--- src/rtl/plldiv_pkg.sv ---
package plldiv_pkg;

    localparam int unsigned DO_W = 6;
    localparam int unsigned DR_W = 3;
    localparam int unsigned LC_W = 8;

    typedef struct packed {
        logic [DO_W-1:0] dout;
        logic [DR_W-1:0] dref;
        logic [LC_W-1:0] mult;
    } pll_cfg_t;

    typedef enum logic [2:0] {
        S_IDLE     = 3'd0,
        S_REF      = 3'd1,
        S_REF_WAIT = 3'd2,
        S_OUT      = 3'd3,
        S_OUT_WAIT = 3'd4
    } srch_state_t;

    // lowest multiplier allowed for a given input divider
    function automatic logic [LC_W-1:0] win_lo(input int unsigned dr,
                                               input int unsigned lc_min,
                                               input int unsigned ratio);
        int unsigned v;
        v = ratio * dr;
        if (v < lc_min) v = lc_min;
        return LC_W'(v);
    endfunction

    // highest multiplier allowed for a given input divider
    function automatic logic [LC_W-1:0] win_hi(input int unsigned dr,
                                               input int unsigned lc_max,
                                               input int unsigned ratio);
        int unsigned v;
        v = ratio * dr;
        if (v > lc_max) v = lc_max;
        return LC_W'(v);
    endfunction

endpackage

--- src/rtl/plldiv_divider.sv ---
module plldiv_divider #(
    parameter int unsigned NUM_W    = 28,
    parameter int unsigned DEN_W    = 6,
    parameter int unsigned DIV_STEP = 14
) (
    input  logic             clk,
    input  logic             rst,
    input  logic             go_i,
    input  logic [NUM_W-1:0] num_i,
    input  logic [DEN_W-1:0] den_i,
    output logic             done_o,
    output logic [NUM_W-1:0] quo_o
);
    localparam int unsigned PASSES = (NUM_W + DIV_STEP - 1) / DIV_STEP;
    localparam int unsigned NP     = PASSES * DIV_STEP;
    localparam int unsigned CNT_W  = $clog2(PASSES + 1);

    logic [NP-1:0]    quo_q;
    logic [DEN_W-1:0] rem_q;
    logic [DEN_W-1:0] den_q;
    logic [CNT_W-1:0] cnt_q;

    logic [NP-1:0]    qs [0:DIV_STEP];
    logic [DEN_W-1:0] rs [0:DIV_STEP];

    assign qs[0] = quo_q;
    assign rs[0] = rem_q;

    // DIV_STEP restoring steps per clock
    for (genvar k = 0; k < DIV_STEP; k++) begin : g_step
        logic [DEN_W:0] trial;
        logic           take;
        assign trial     = {rs[k], qs[k][NP-1]};
        assign take      = trial >= {1'b0, den_q};
        assign rs[k+1]   = take ? DEN_W'(trial - {1'b0, den_q}) : trial[DEN_W-1:0];
        assign qs[k+1]   = {qs[k][NP-2:0], take};
    end

    always_ff @(posedge clk) begin
        if (rst) begin
            quo_q  <= '0;
            rem_q  <= '0;
            den_q  <= '0;
            cnt_q  <= '0;
            done_o <= 1'b0;
        end else begin
            done_o <= 1'b0;
            if (go_i) begin
                quo_q <= NP'(num_i);
                rem_q <= '0;
                den_q <= den_i;
                cnt_q <= CNT_W'(PASSES);
            end else if (cnt_q != '0) begin
                quo_q <= qs[DIV_STEP];
                rem_q <= rs[DIV_STEP];
                cnt_q <= cnt_q - 1'b1;
                if (cnt_q == CNT_W'(1)) done_o <= 1'b1;
            end
        end
    end

    assign quo_o = NUM_W'(quo_q);

    // remainder of a finished truncating division is below the divisor
    a_r1_rem_bound: assert property (@(posedge clk) disable iff (rst)
        done_o |-> (rem_q < den_q));

    // divider is idle when it reports completion
    a_r1_done_idle: assert property (@(posedge clk) disable iff (rst)
        done_o |-> (cnt_q == '0));

endmodule

--- src/rtl/plldiv_sweep.sv ---
module plldiv_sweep
    import plldiv_pkg::*;
#(
    parameter int unsigned DO_MIN   = 6,
    parameter int unsigned DO_MAX   = 63,
    parameter int unsigned DR_MIN   = 3,
    parameter int unsigned DR_MAX   = 5,
    parameter int unsigned LC_MIN   = 6,
    parameter int unsigned LC_MAX   = 160,
    parameter int unsigned RATIO_LO = 12,
    parameter int unsigned RATIO_HI = 32
) (
    input  logic     clk,
    input  logic     rst,
    input  logic     init_i,
    input  logic     step_i,
    output pll_cfg_t cfg_o,
    output logic     new_ref_o,
    output logic     last_o
);
    localparam logic [DO_W-1:0] DO_FIRST = DO_W'(DO_MIN);
    localparam logic [DO_W-1:0] DO_LAST  = DO_W'(DO_MAX);
    localparam logic [DR_W-1:0] DR_FIRST = DR_W'(DR_MIN);
    localparam logic [DR_W-1:0] DR_LAST  = DR_W'(DR_MAX);
    localparam logic [LC_W-1:0] LC_START = win_lo(DR_MIN, LC_MIN, RATIO_LO);

    logic [DO_W-1:0] do_q;
    logic [DR_W-1:0] dr_q;
    logic [LC_W-1:0] lc_q;
    logic [LC_W-1:0] lo_cur, hi_cur, lo_next;
    logic            lc_end, dr_end, do_end;

    always_comb begin
        lo_cur  = win_lo(32'(dr_q), LC_MIN, RATIO_LO);
        hi_cur  = win_hi(32'(dr_q), LC_MAX, RATIO_HI);
        lo_next = win_lo(32'(dr_q) + 1, LC_MIN, RATIO_LO);
        lc_end  = lc_q >= hi_cur;
        dr_end  = dr_q == DR_LAST;
        do_end  = do_q == DO_LAST;
    end

    always_ff @(posedge clk) begin
        if (rst || init_i) begin
            do_q <= DO_FIRST;
            dr_q <= DR_FIRST;
            lc_q <= LC_START;
        end else if (step_i) begin
            if (!lc_end) begin
                lc_q <= lc_q + 1'b1;
            end else if (!dr_end) begin
                dr_q <= dr_q + 1'b1;
                lc_q <= lo_next;
            end else if (!do_end) begin
                do_q <= do_q + 1'b1;
                dr_q <= DR_FIRST;
                lc_q <= LC_START;
            end
        end
    end

    assign cfg_o     = '{dout: do_q, dref: dr_q, mult: lc_q};
    assign new_ref_o = lc_end;
    assign last_o    = lc_end && dr_end && do_end;

    // the presented multiplier always sits inside the ratio window
    a_r3_window: assert property (@(posedge clk) disable iff (rst)
        (lc_q >= lo_cur) && (lc_q <= hi_cur));

    // dividers stay inside their sweep ranges
    a_r2_ranges: assert property (@(posedge clk) disable iff (rst)
        (do_q >= DO_FIRST) && (do_q <= DO_LAST) && (dr_q >= DR_FIRST) && (dr_q <= DR_LAST));

endmodule

--- src/rtl/pll_param_search.sv ---
module pll_param_search
    import plldiv_pkg::*;
#(
    parameter int unsigned FREQ_W   = 20,
    parameter int unsigned TOL_KHZ  = 1000,
    parameter int unsigned DIV_STEP = 14,
    parameter int unsigned DO_MIN   = 6,
    parameter int unsigned DO_MAX   = 63,
    parameter int unsigned DR_MIN   = 3,
    parameter int unsigned DR_MAX   = 5,
    parameter int unsigned LC_MIN   = 6,
    parameter int unsigned LC_MAX   = 160,
    parameter int unsigned RATIO_LO = 12,
    parameter int unsigned RATIO_HI = 32
) (
    input  logic                  clk,
    input  logic                  rst,
    input  logic                  start_i,
    input  logic [FREQ_W-1:0]     target_khz_i,
    input  logic [FREQ_W-1:0]     ref_khz_i,
    output logic                  done_o,
    output logic                  found_o,
    output logic [5:0]            div_out_o,
    output logic [2:0]            div_ref_o,
    output logic [7:0]            mult_o,
    output logic [FREQ_W+7:0]     err_khz_o
);
    localparam int unsigned      PROD_W = FREQ_W + LC_W;
    localparam logic [PROD_W-1:0] TOL    = PROD_W'(TOL_KHZ);

    srch_state_t      st;
    logic [PROD_W-1:0] tgt_q, ref_q, q1_q, best_err_q;
    pll_cfg_t          best_cfg_q, cur_cfg;

    logic              sw_init, sw_step, sw_new_ref, sw_last;
    logic              div_go, div_done;
    logic [PROD_W-1:0] div_num, div_quo;
    logic [DO_W-1:0]   div_den;

    logic [PROD_W-1:0] cand_err, fin_err;
    pll_cfg_t          fin_cfg;
    logic              eval, better, exact;

    plldiv_sweep #(
        .DO_MIN(DO_MIN), .DO_MAX(DO_MAX), .DR_MIN(DR_MIN), .DR_MAX(DR_MAX),
        .LC_MIN(LC_MIN), .LC_MAX(LC_MAX), .RATIO_LO(RATIO_LO), .RATIO_HI(RATIO_HI)
    ) u_sweep (
        .clk(clk), .rst(rst), .init_i(sw_init), .step_i(sw_step),
        .cfg_o(cur_cfg), .new_ref_o(sw_new_ref), .last_o(sw_last)
    );

    plldiv_divider #(
        .NUM_W(PROD_W), .DEN_W(DO_W), .DIV_STEP(DIV_STEP)
    ) u_div (
        .clk(clk), .rst(rst), .go_i(div_go), .num_i(div_num), .den_i(div_den),
        .done_o(div_done), .quo_o(div_quo)
    );

    always_comb begin
        div_go  = (st == S_REF) || (st == S_OUT);
        div_num = (st == S_REF) ? ref_q : q1_q * PROD_W'(cur_cfg.mult);
        div_den = (st == S_REF) ? DO_W'(cur_cfg.dref) : cur_cfg.dout;
        cand_err = (tgt_q >= div_quo) ? (tgt_q - div_quo) : (div_quo - tgt_q);
        eval    = (st == S_OUT_WAIT) && div_done;
        better  = cand_err < best_err_q;
        exact   = cand_err == '0;
        fin_err = better ? cand_err : best_err_q;
        fin_cfg = better ? cur_cfg : best_cfg_q;
        sw_init = (st == S_IDLE) && start_i;
        sw_step = eval && !exact && !sw_last;
    end

    always_ff @(posedge clk) begin
        if (rst) begin
            st         <= S_IDLE;
            tgt_q      <= '0;
            ref_q      <= '0;
            q1_q       <= '0;
            best_err_q <= '0;
            best_cfg_q <= '0;
            done_o     <= 1'b0;
            found_o    <= 1'b0;
            div_out_o  <= '0;
            div_ref_o  <= '0;
            mult_o     <= '0;
            err_khz_o  <= '0;
        end else begin
            done_o <= 1'b0;
            case (st)
                S_IDLE: if (start_i) begin
                    tgt_q      <= PROD_W'(target_khz_i);
                    ref_q      <= PROD_W'(ref_khz_i);
                    best_err_q <= TOL;
                    best_cfg_q <= '0;
                    st         <= S_REF;
                end
                S_REF:      st <= S_REF_WAIT;
                S_REF_WAIT: if (div_done) begin
                    q1_q <= div_quo;
                    st   <= S_OUT;
                end
                S_OUT:      st <= S_OUT_WAIT;
                S_OUT_WAIT: if (div_done) begin
                    best_err_q <= fin_err;
                    best_cfg_q <= fin_cfg;
                    if (exact || sw_last) begin
                        done_o    <= 1'b1;
                        found_o   <= fin_err < TOL;
                        err_khz_o <= fin_err;
                        div_out_o <= fin_cfg.dout;
                        div_ref_o <= fin_cfg.dref;
                        mult_o    <= fin_cfg.mult;
                        st        <= S_IDLE;
                    end else begin
                        st <= sw_new_ref ? S_REF : S_OUT;
                    end
                end
                default: st <= S_IDLE;
            endcase
        end
    end

    // done lasts a single cycle
    a_r8_done_pulse: assert property (@(posedge clk) disable iff (rst)
        done_o |=> !done_o);

    // a found result is under tolerance
    a_r6_found_tol: assert property (@(posedge clk) disable iff (rst)
        (done_o && found_o) |-> (err_khz_o < TOL));

    // a rejected result reports exactly the tolerance
    a_r6_miss_tol: assert property (@(posedge clk) disable iff (rst)
        (done_o && !found_o) |-> (err_khz_o == TOL));

    // the stored best never rises within a search
    a_r4_best_monotone: assert property (@(posedge clk) disable iff (rst)
        (st != S_IDLE) |=> (best_err_q <= $past(best_err_q)));

    // a start during a search leaves the latched target alone
    a_r9_busy_start: assert property (@(posedge clk) disable iff (rst)
        ((st != S_IDLE) && start_i) |=> $stable(tgt_q) && $stable(ref_q));

    // results hold while idle without a start
    a_r10_hold: assert property (@(posedge clk) disable iff (rst)
        ((st == S_IDLE) && !start_i) |=> $stable(found_o) && $stable(err_khz_o)
            && $stable(div_out_o) && $stable(div_ref_o) && $stable(mult_o));

endmodule

--- config.mk ---
export PLATFORM = sky130hd
export DESIGN_NAME = pll_param_search
export DESIGN_NICKNAME = d
export VERILOG_FILES = /design/src/rtl/plldiv_pkg.sv /design/src/rtl/plldiv_divider.sv /design/src/rtl/plldiv_sweep.sv /design/src/rtl/pll_param_search.sv
export SDC_FILE = /design/constraint.sdc
export NUM_CORES = 1
export LEC_CHECK = 0
export BUFFER_PORTS_ARGS = -buffer_cell sky130_fd_sc_hd__buf_2
export CAP_MARGIN = 10
export CORE_MARGIN = 3
export CORE_UTILIZATION = 45
export CTS_CLUSTER_SIZE = 25
export DETAILED_ROUTE_END_ITERATION = 12
export PLACE_DENSITY = 0.68
export SLEW_MARGIN = 10
export SYNTH_ARGS = -nofsm -noshare
export SYNTH_HDL_FRONTEND = slang
export SYNTH_SLANG_ARGS = --single-unit
--- constraint.sdc ---
create_clock -name clk -period 31.2 [get_ports clk]
set_input_delay 6.24 -clock clk [delete_from_list [all_inputs] [get_ports clk]]
set_output_delay 6.24 -clock clk [all_outputs]
set_load 0.01 [all_outputs]
==> impl_metrics.csv, run 1 <==
group,metric,value,unit
sta,setup_viol,0,
floorplanning,die_w,232,um
logic_synthesis,yosys-top-cells-area,"dfxtp_1, fa_1, ha_1",
logic_synthesis,yosysMostFrequentCell,"nand2_1",
detailed_routing,ant_nets,0,
logic_synthesis,netlist_top_cells_count,"nand2_1, inv_1, a21oi_1",
sta,finalClockSkew,0.0202,ns
worst_setup_path,critPathLaunchType,"register",
sta,slew_viol_final,0,
sta,holdWs,0.458,ns
place,pre_cts_ws,-0.373,ns
worst_hold_path,min_path_type,"reg -> reg",
worst_setup_path,crit_type,"reg -> reg",
floorplanning,row_count,82,
grt,grt.total_usage,26.2,%
clock_network,htree_levels,1,
sta,max_freq,0.0343,GHz
finish,design_area,25100,um^2
sta,relSlewSlack,20.9,%
floorplanning,core_area,50300,um^2
worst_setup_path,critPathMaxStageDelay,0.45,ns
sta,finalWorstSetupSlack,2.06,ns
logic_synthesis,syn_nets,3327,
sta,fin_crit_sh,93.4,%
worst_setup_path,crit_required,31.68,ns
place,dpl.cell_count,3570,
logic_synthesis,netlist.top_cell.by_area,"dfxtp_1",
detailed_routing,drc,0,
place,place.gp.congestion,0.934,
finish,fin_nets,3332,
logic_synthesis,async_reset_ff_share,0,%
logic_synthesis,ys.flop_type,"dfxtp_1",
floorplanning,start_util,45.6,%
grt,grt_pass1_wl,114,mm
grt,grt_max_degree,126,
worst_setup_path,cp_common_cell,"a21o_1",
outcome,status,"completed",
finish,drive_gt1_share,9.39,%
logic_synthesis,ys_seq_area_share,19.5,%
logic_synthesis,syn_area,22900,um^2
detailed_routing,first_pass_iters,6,
clock_network,root_buffer,"clkbuf_16",
logic_synthesis,ys_warn_count,0,
clock_network,cts_made_buffers,26,
floorplanning,dieArea,53700,um^2
finish,n_antenna_cell,0,
clock_network,cts_tree,"built",
place,dp_hpwl,54.7,mm
grt,grt_pass1_vias,21000,
finish,areaGrowthSynthToFinish,9.41,%
detailed_routing,wl_per_cell,19.7,um
logic_synthesis,synth_cells,2936,
logic_synthesis,syn_area_per_cell,7.81,um^2
clock_network,cts_max_path_buffers,3,
sta,period_needed,29.14,ns
flow_run,maxCapViolCount,0,
logic_synthesis,ys_seq_elements,223,
clock_network,holdBufCountCts,0,
worst_setup_path,cp_data_arrival_time,29.62,ns
worst_setup_path,end_kind,"register",
sta,tightest_slew,1.18,ns
place,placed_area,23900,um^2
detailed_routing,routed_wl,71.7,mm
detailed_routing,drt_iter0_drc,1790,
logic_synthesis,synthDistinctLibCells,99,
detailed_routing,via_per_inst,5.84,
finish,layoutNonFillerInstCount,3633,
floorplanning,fp.dieH,232,um
logic_synthesis,synth_top_area_share,19.5,%
grt,overflow,0,
logic_synthesis,synth-edff-count,0,
clock_network,clk_pin_slew,0.06,ns
floorplanning,io_pins,90,
grt,antenna_found_initial,1,
worst_setup_path,cp_max_fo,12,
clock_network,clk_latency,0.56,ns
detailed_routing,vias,21200,
sta,final-hold-violation-count,0,
place,io_buffers,89,
worst_setup_path,cp_slowest_cell,"o41a_1",
clock_network,cts_sinks,223,
==> sequential cells by signal (all words and copies together) (netlist names), 8 cells and up <==
name / flops
q1_q: 28
mult_o: 8
ref_q: 20
best_err_q: 28
best_cfg_q: 17
u_sweep.lc_q: 8
err_khz_o: 28
tgt_q: 20
u_div.quo_o: 28
==> per-stage QoR <==
step,utilization (%),setup TNS (ns)
2_1_floorplan,-,0
3_3_place_gp,47.6,0
3_5_place_dp,47.6,-2.35
4_1_cts,49.3,0
5_1_grt,49.9,-0.102
6_report,49.9,0
==> logic make-up after synthesis <==
group	after synthesis	synth area share, %
multiplexers	112	5.01
AND/OR/NAND/NOR	968	19.5
AO/OA/AOI/OAI	709	20.2
XOR/XNOR	115	4.39
flip-flops	223	19.5
adder cells (fa/ha/maj)	348	23.8
buffers and inverters	461	7.65
==> cell type report <==
| class | count | area [um^2] |
|---|---|---|
| well taps | 672 | 841 |
| inverters | 299 | 1120 |
| fillers | 4861 | 25200 |
| multi-input cells | 2252 | 17000 |
| clock inverters | 14 | 146 |
| repair buffers | 139 | 827 |
| flip-flops and latches | 223 | 4470 |
| clock buffers | 34 | 711 |
==> layout by cell type, fill, tap and decap left out, drive strengths merged, types with 6 or more instances in the layout <==
master	n
o211ai	16
o21bai	13
nor3	47
and3	18
a311oi	6
o31ai	9
o22ai	11
a211o	7
a31o	7
a31oi	35
clkinv	9
a21boi	12
buf	139
a211oi	71
o21ai	119
inv	299
or3	15
o21a	20
nor2b	33
ha	200
a21o	62
nand3	59
or2	9
o221ai	8
mux2i	95
nand2b	22
fa	148
clkbuf	34
a21oi	258
nor2	206
nand2	405
xor2	42
nor4	13
nand4	28
xnor2	73
and2	93
mux2	17
dfxtp	223
==> repair_timing <==
item / in CTS / in global routing
endpoints found under the hold margin: 0 / 0
gates resized for setup: 5 / 40
pin swaps: 1 / 16
buffers inserted: 1 / 14
endpoints found under the setup margin: 7 / 8
==> layer usage <==
metal	up-vias	part of all wire, %	global-route usage [%]
li1	9990	-	-
met1	10300	45	36.6
met2	767	45	42.9
met3	130	6.7	3.21
met4	2	2.7	6.80
met5	-	0.036	0
==> worst max-delay path: cells and delay by family (launching register included) <==
family,cells,cell delay [ns]
flops,1,0.33
buf+inv,11,1.07
mux,2,0.72
fa+ha+maj,14,4.28
simple gates,39,6.24
compound gates,79,16.40
==> worst paths after layout <==
| kind | start | end | slack (ns) | cells past startpoint |
|---|---|---|---|---|
| max | u_div.den_q[4]$_SDFFE_PP0N_ | u_div.rem_q[4]$_SDFFE_PP0N_ | 2.06 | 145 |
| min | u_div.den_q[4]$_SDFFE_PP0N_ | u_div.den_q[4]$_SDFFE_PP0N_ | 0.46 | 2 |
| max reg2reg | u_div.den_q[4]$_SDFFE_PP0N_ | u_div.rem_q[4]$_SDFFE_PP0N_ | 2.06 | 145 |
| min reg2reg | u_div.den_q[4]$_SDFFE_PP0N_ | u_div.den_q[4]$_SDFFE_PP0N_ | 0.46 | 2 |
Power of run 1 is not shown: default switching activity piles up to over one toggle a cycle in this logic, so the estimate is an artifact.
==> run 2: changes to the inputs <==
--- a/config.mk
+++ b/config.mk
@@ -9,8 +9,9 @@
 export CAP_MARGIN = 10
 export CORE_MARGIN = 3
-export CORE_UTILIZATION = 45
+export CORE_UTILIZATION = 40
 export CTS_CLUSTER_SIZE = 25
 export DETAILED_ROUTE_END_ITERATION = 12
-export PLACE_DENSITY = 0.68
+export PLACE_DENSITY = 0.63
+export REMOVE_ABC_BUFFERS = 1
 export SLEW_MARGIN = 10
 export SYNTH_ARGS = -nofsm -noshare
==> constraint.sdc (replaced) <==
create_clock -name clk -period 31.2 [get_ports clk]
set_input_delay 6.24 -clock clk [delete_from_list [all_inputs] [get_ports clk]]
set_output_delay 6.24 -clock clk [all_outputs]
set_load 0.05 [all_outputs]
==> run 2 against run 1 <==
  * Fmax up 0.53%
  * Clock-buffer cell count stayed put
  * Clock skew rose by 0.015 ns
  * Routed wire length fell by 5.2%
  * Sequential share of layout area is 0.082 points lower
  * Critical endpoint unchanged
  * Largest cell class unchanged
==> impl_metrics.csv, run 2 (synthesis results as in run 1) <==
group,metric,value,unit
outcome,status,"completed",
finish,final_common_cell,"nand2_1",
clock_network,cts_made_buffers,26,
sta,finalSetupTns,0,ns
worst_setup_path,cp_max_fo,9,
clock_network,cts_max_path_buffers,3,
worst_setup_path,crit_required,31.69,ns
finish,areaGrowthSynthToFinish,9.88,%
clock_network,root_buffer,"clkbuf_16",
finish,fin_nets,3339,
worst_setup_path,critPathMaxStageDelay,0.47,ns
sta,max_freq,0.0345,GHz
sta,final-hold-violation-count,0,
detailed_routing,ant_nets,0,
clock_network,clk_pin_slew,0.06,ns
sta,finalClockSkew,0.0354,ns
place,dp_hpwl,51.6,mm
flow_run,maxCapViolCount,0,
worst_setup_path,crit_type,"reg -> reg",
finish,layoutNonFillerInstCount,3725,
worst_hold_path,min_path_type,"reg -> reg",
grt,grt_pass1_wl,109,mm
finish,layout_common_cells,"nand2_1, inv_1, a21oi_1, dfxtp_1, nor2_1",
worst_setup_path,reg2reg_depth,145,
sta,slew_viol_final,0,
sta,fin_crit_sh,92.9,%
floorplanning,start_util,40.5,%
place,dpl.cell_count,3658,
grt,grt_pass1_vias,19700,
sta,setup_viol,0,
worst_hold_path,hold_depth,2,
floorplanning,io_pins,90,
detailed_routing,drc,0,
finish,design_area,25200,um^2
finish,drive_gt1_share,9.47,%
detailed_routing,vias,20500,
grt,grt.total_usage,22.3,%
worst_setup_path,end_kind,"register",
sta,relSlewSlack,21.6,%
floorplanning,dieArea,60200,um^2
worst_setup_path,cp_data_arrival_time,29.48,ns
grt,antenna_found_initial,4,
clock_network,htree_levels,1,
detailed_routing,drt_iter0_drc,1441,
floorplanning,row_count,87,
grt,top_usage_layer,"met2",
floorplanning,fp.dieH,245,um
place,placed_area,24100,um^2
grt,met1_usage,30.1,%
place,place.gp.congestion,0.961,
grt,gr-usage-met2,36.2,%
detailed_routing,routed_wl,68.0,mm
place,io_buffers,89,
detailed_routing,wl_per_cell,18.3,um
worst_setup_path,cp_slowest_cell,"o41a_1",
sta,period_needed,28.98,ns
clock_network,cts_sinks,223,
clock_network,cts_tree,"built",
grt,use_met3,4.00,%
grt,grt_max_degree,87,
floorplanning,core_area,56600,um^2
detailed_routing,via_per_inst,5.51,
floorplanning,die_w,245,um
detailed_routing,first_pass_iters,5,
worst_setup_path,cp_common_cell,"a21o_1",
grt,overflow,0,
sta,tightest_slew,1.17,ns
clock_network,clk_latency,0.59,ns
worst_setup_path,critPathLaunchType,"register",
-- run 2: changes by cell type in the layout (fill, tap and decap cells not counted), sizes merged --
cell,delta
buf,+7
bufinv,-1
diode,+1
inv,+1
-- run 2: final cells by class --
| class | count | area, um^2 |
|---|---|---|
| diodes | 1 | 2.50 |
| clock inverters | 14 | 145 |
| flip-flops and latches | 223 | 4460 |
| fillers | 5741 | 31400 |
| clock buffers | 34 | 721 |
| multi-input cells | 2252 | 16900 |
| repair buffers | 146 | 880 |
| inverters | 299 | 1120 |
| well taps | 756 | 946 |
-- run 2: timing repair --
action | CTS | global route
resized for setup | 0 | 32
hold buffers | 0 | 0
endpoints found under the hold margin | 0 | 0
setup buffers | 0 | 18
setup endpoints to repair | 0 | 8
-- run 2: critical path, delay by kind of cell, from the launching register on --
kind	cells	cell delay [ns]
AOI/OAI and AO/OA	77	15.86
and+or+nand+nor	35	5.34
adders and majority gates	14	4.16
buffers and inverters	15	1.73
muxes	4	1.46
DFF	1	0.33
-- run 2: path summary, 6_finish.rpt --
kind	startpoint	to	slack [ns]
hold / removal	ref_q[8]$_SDFFE_PP0P_	ref_q[8]$_SDFFE_PP0P_	0.45
setup reg to reg	u_div.den_q[4]$_SDFFE_PP0N_	u_div.rem_q[4]$_SDFFE_PP0N_	2.22
hold reg to reg	ref_q[8]$_SDFFE_PP0P_	ref_q[8]$_SDFFE_PP0P_	0.45
setup / recovery	u_div.den_q[4]$_SDFFE_PP0N_	u_div.rem_q[4]$_SDFFE_PP0N_	2.22
-- run 2: per-layer routing --
metal | part of all wire [%] | vias to the layer above | wire length, um
li1 | - | 10000 | -
met1 | 44 | 9761 | 30200
met2 | 45 | 619 | 30600
met3 | 7.2 | 129 | 4910
met4 | 3.3 | 4 | 2250
met5 | 0.046 | - | 31
-- run 2: per-stage QoR --
step	utilization, %	hold WS (ns)	setup WS [ns]
after global placement	42.5	0.441	1.12
after floorplan	-	0.426	1.70
after global routing	44.5	0.480	-0.184
after detailed placement	42.5	0.448	0.327
final	44.5	0.454	2.22
after CTS	44.0	0.457	0.213
Power of run 2 is left out for the same reason.
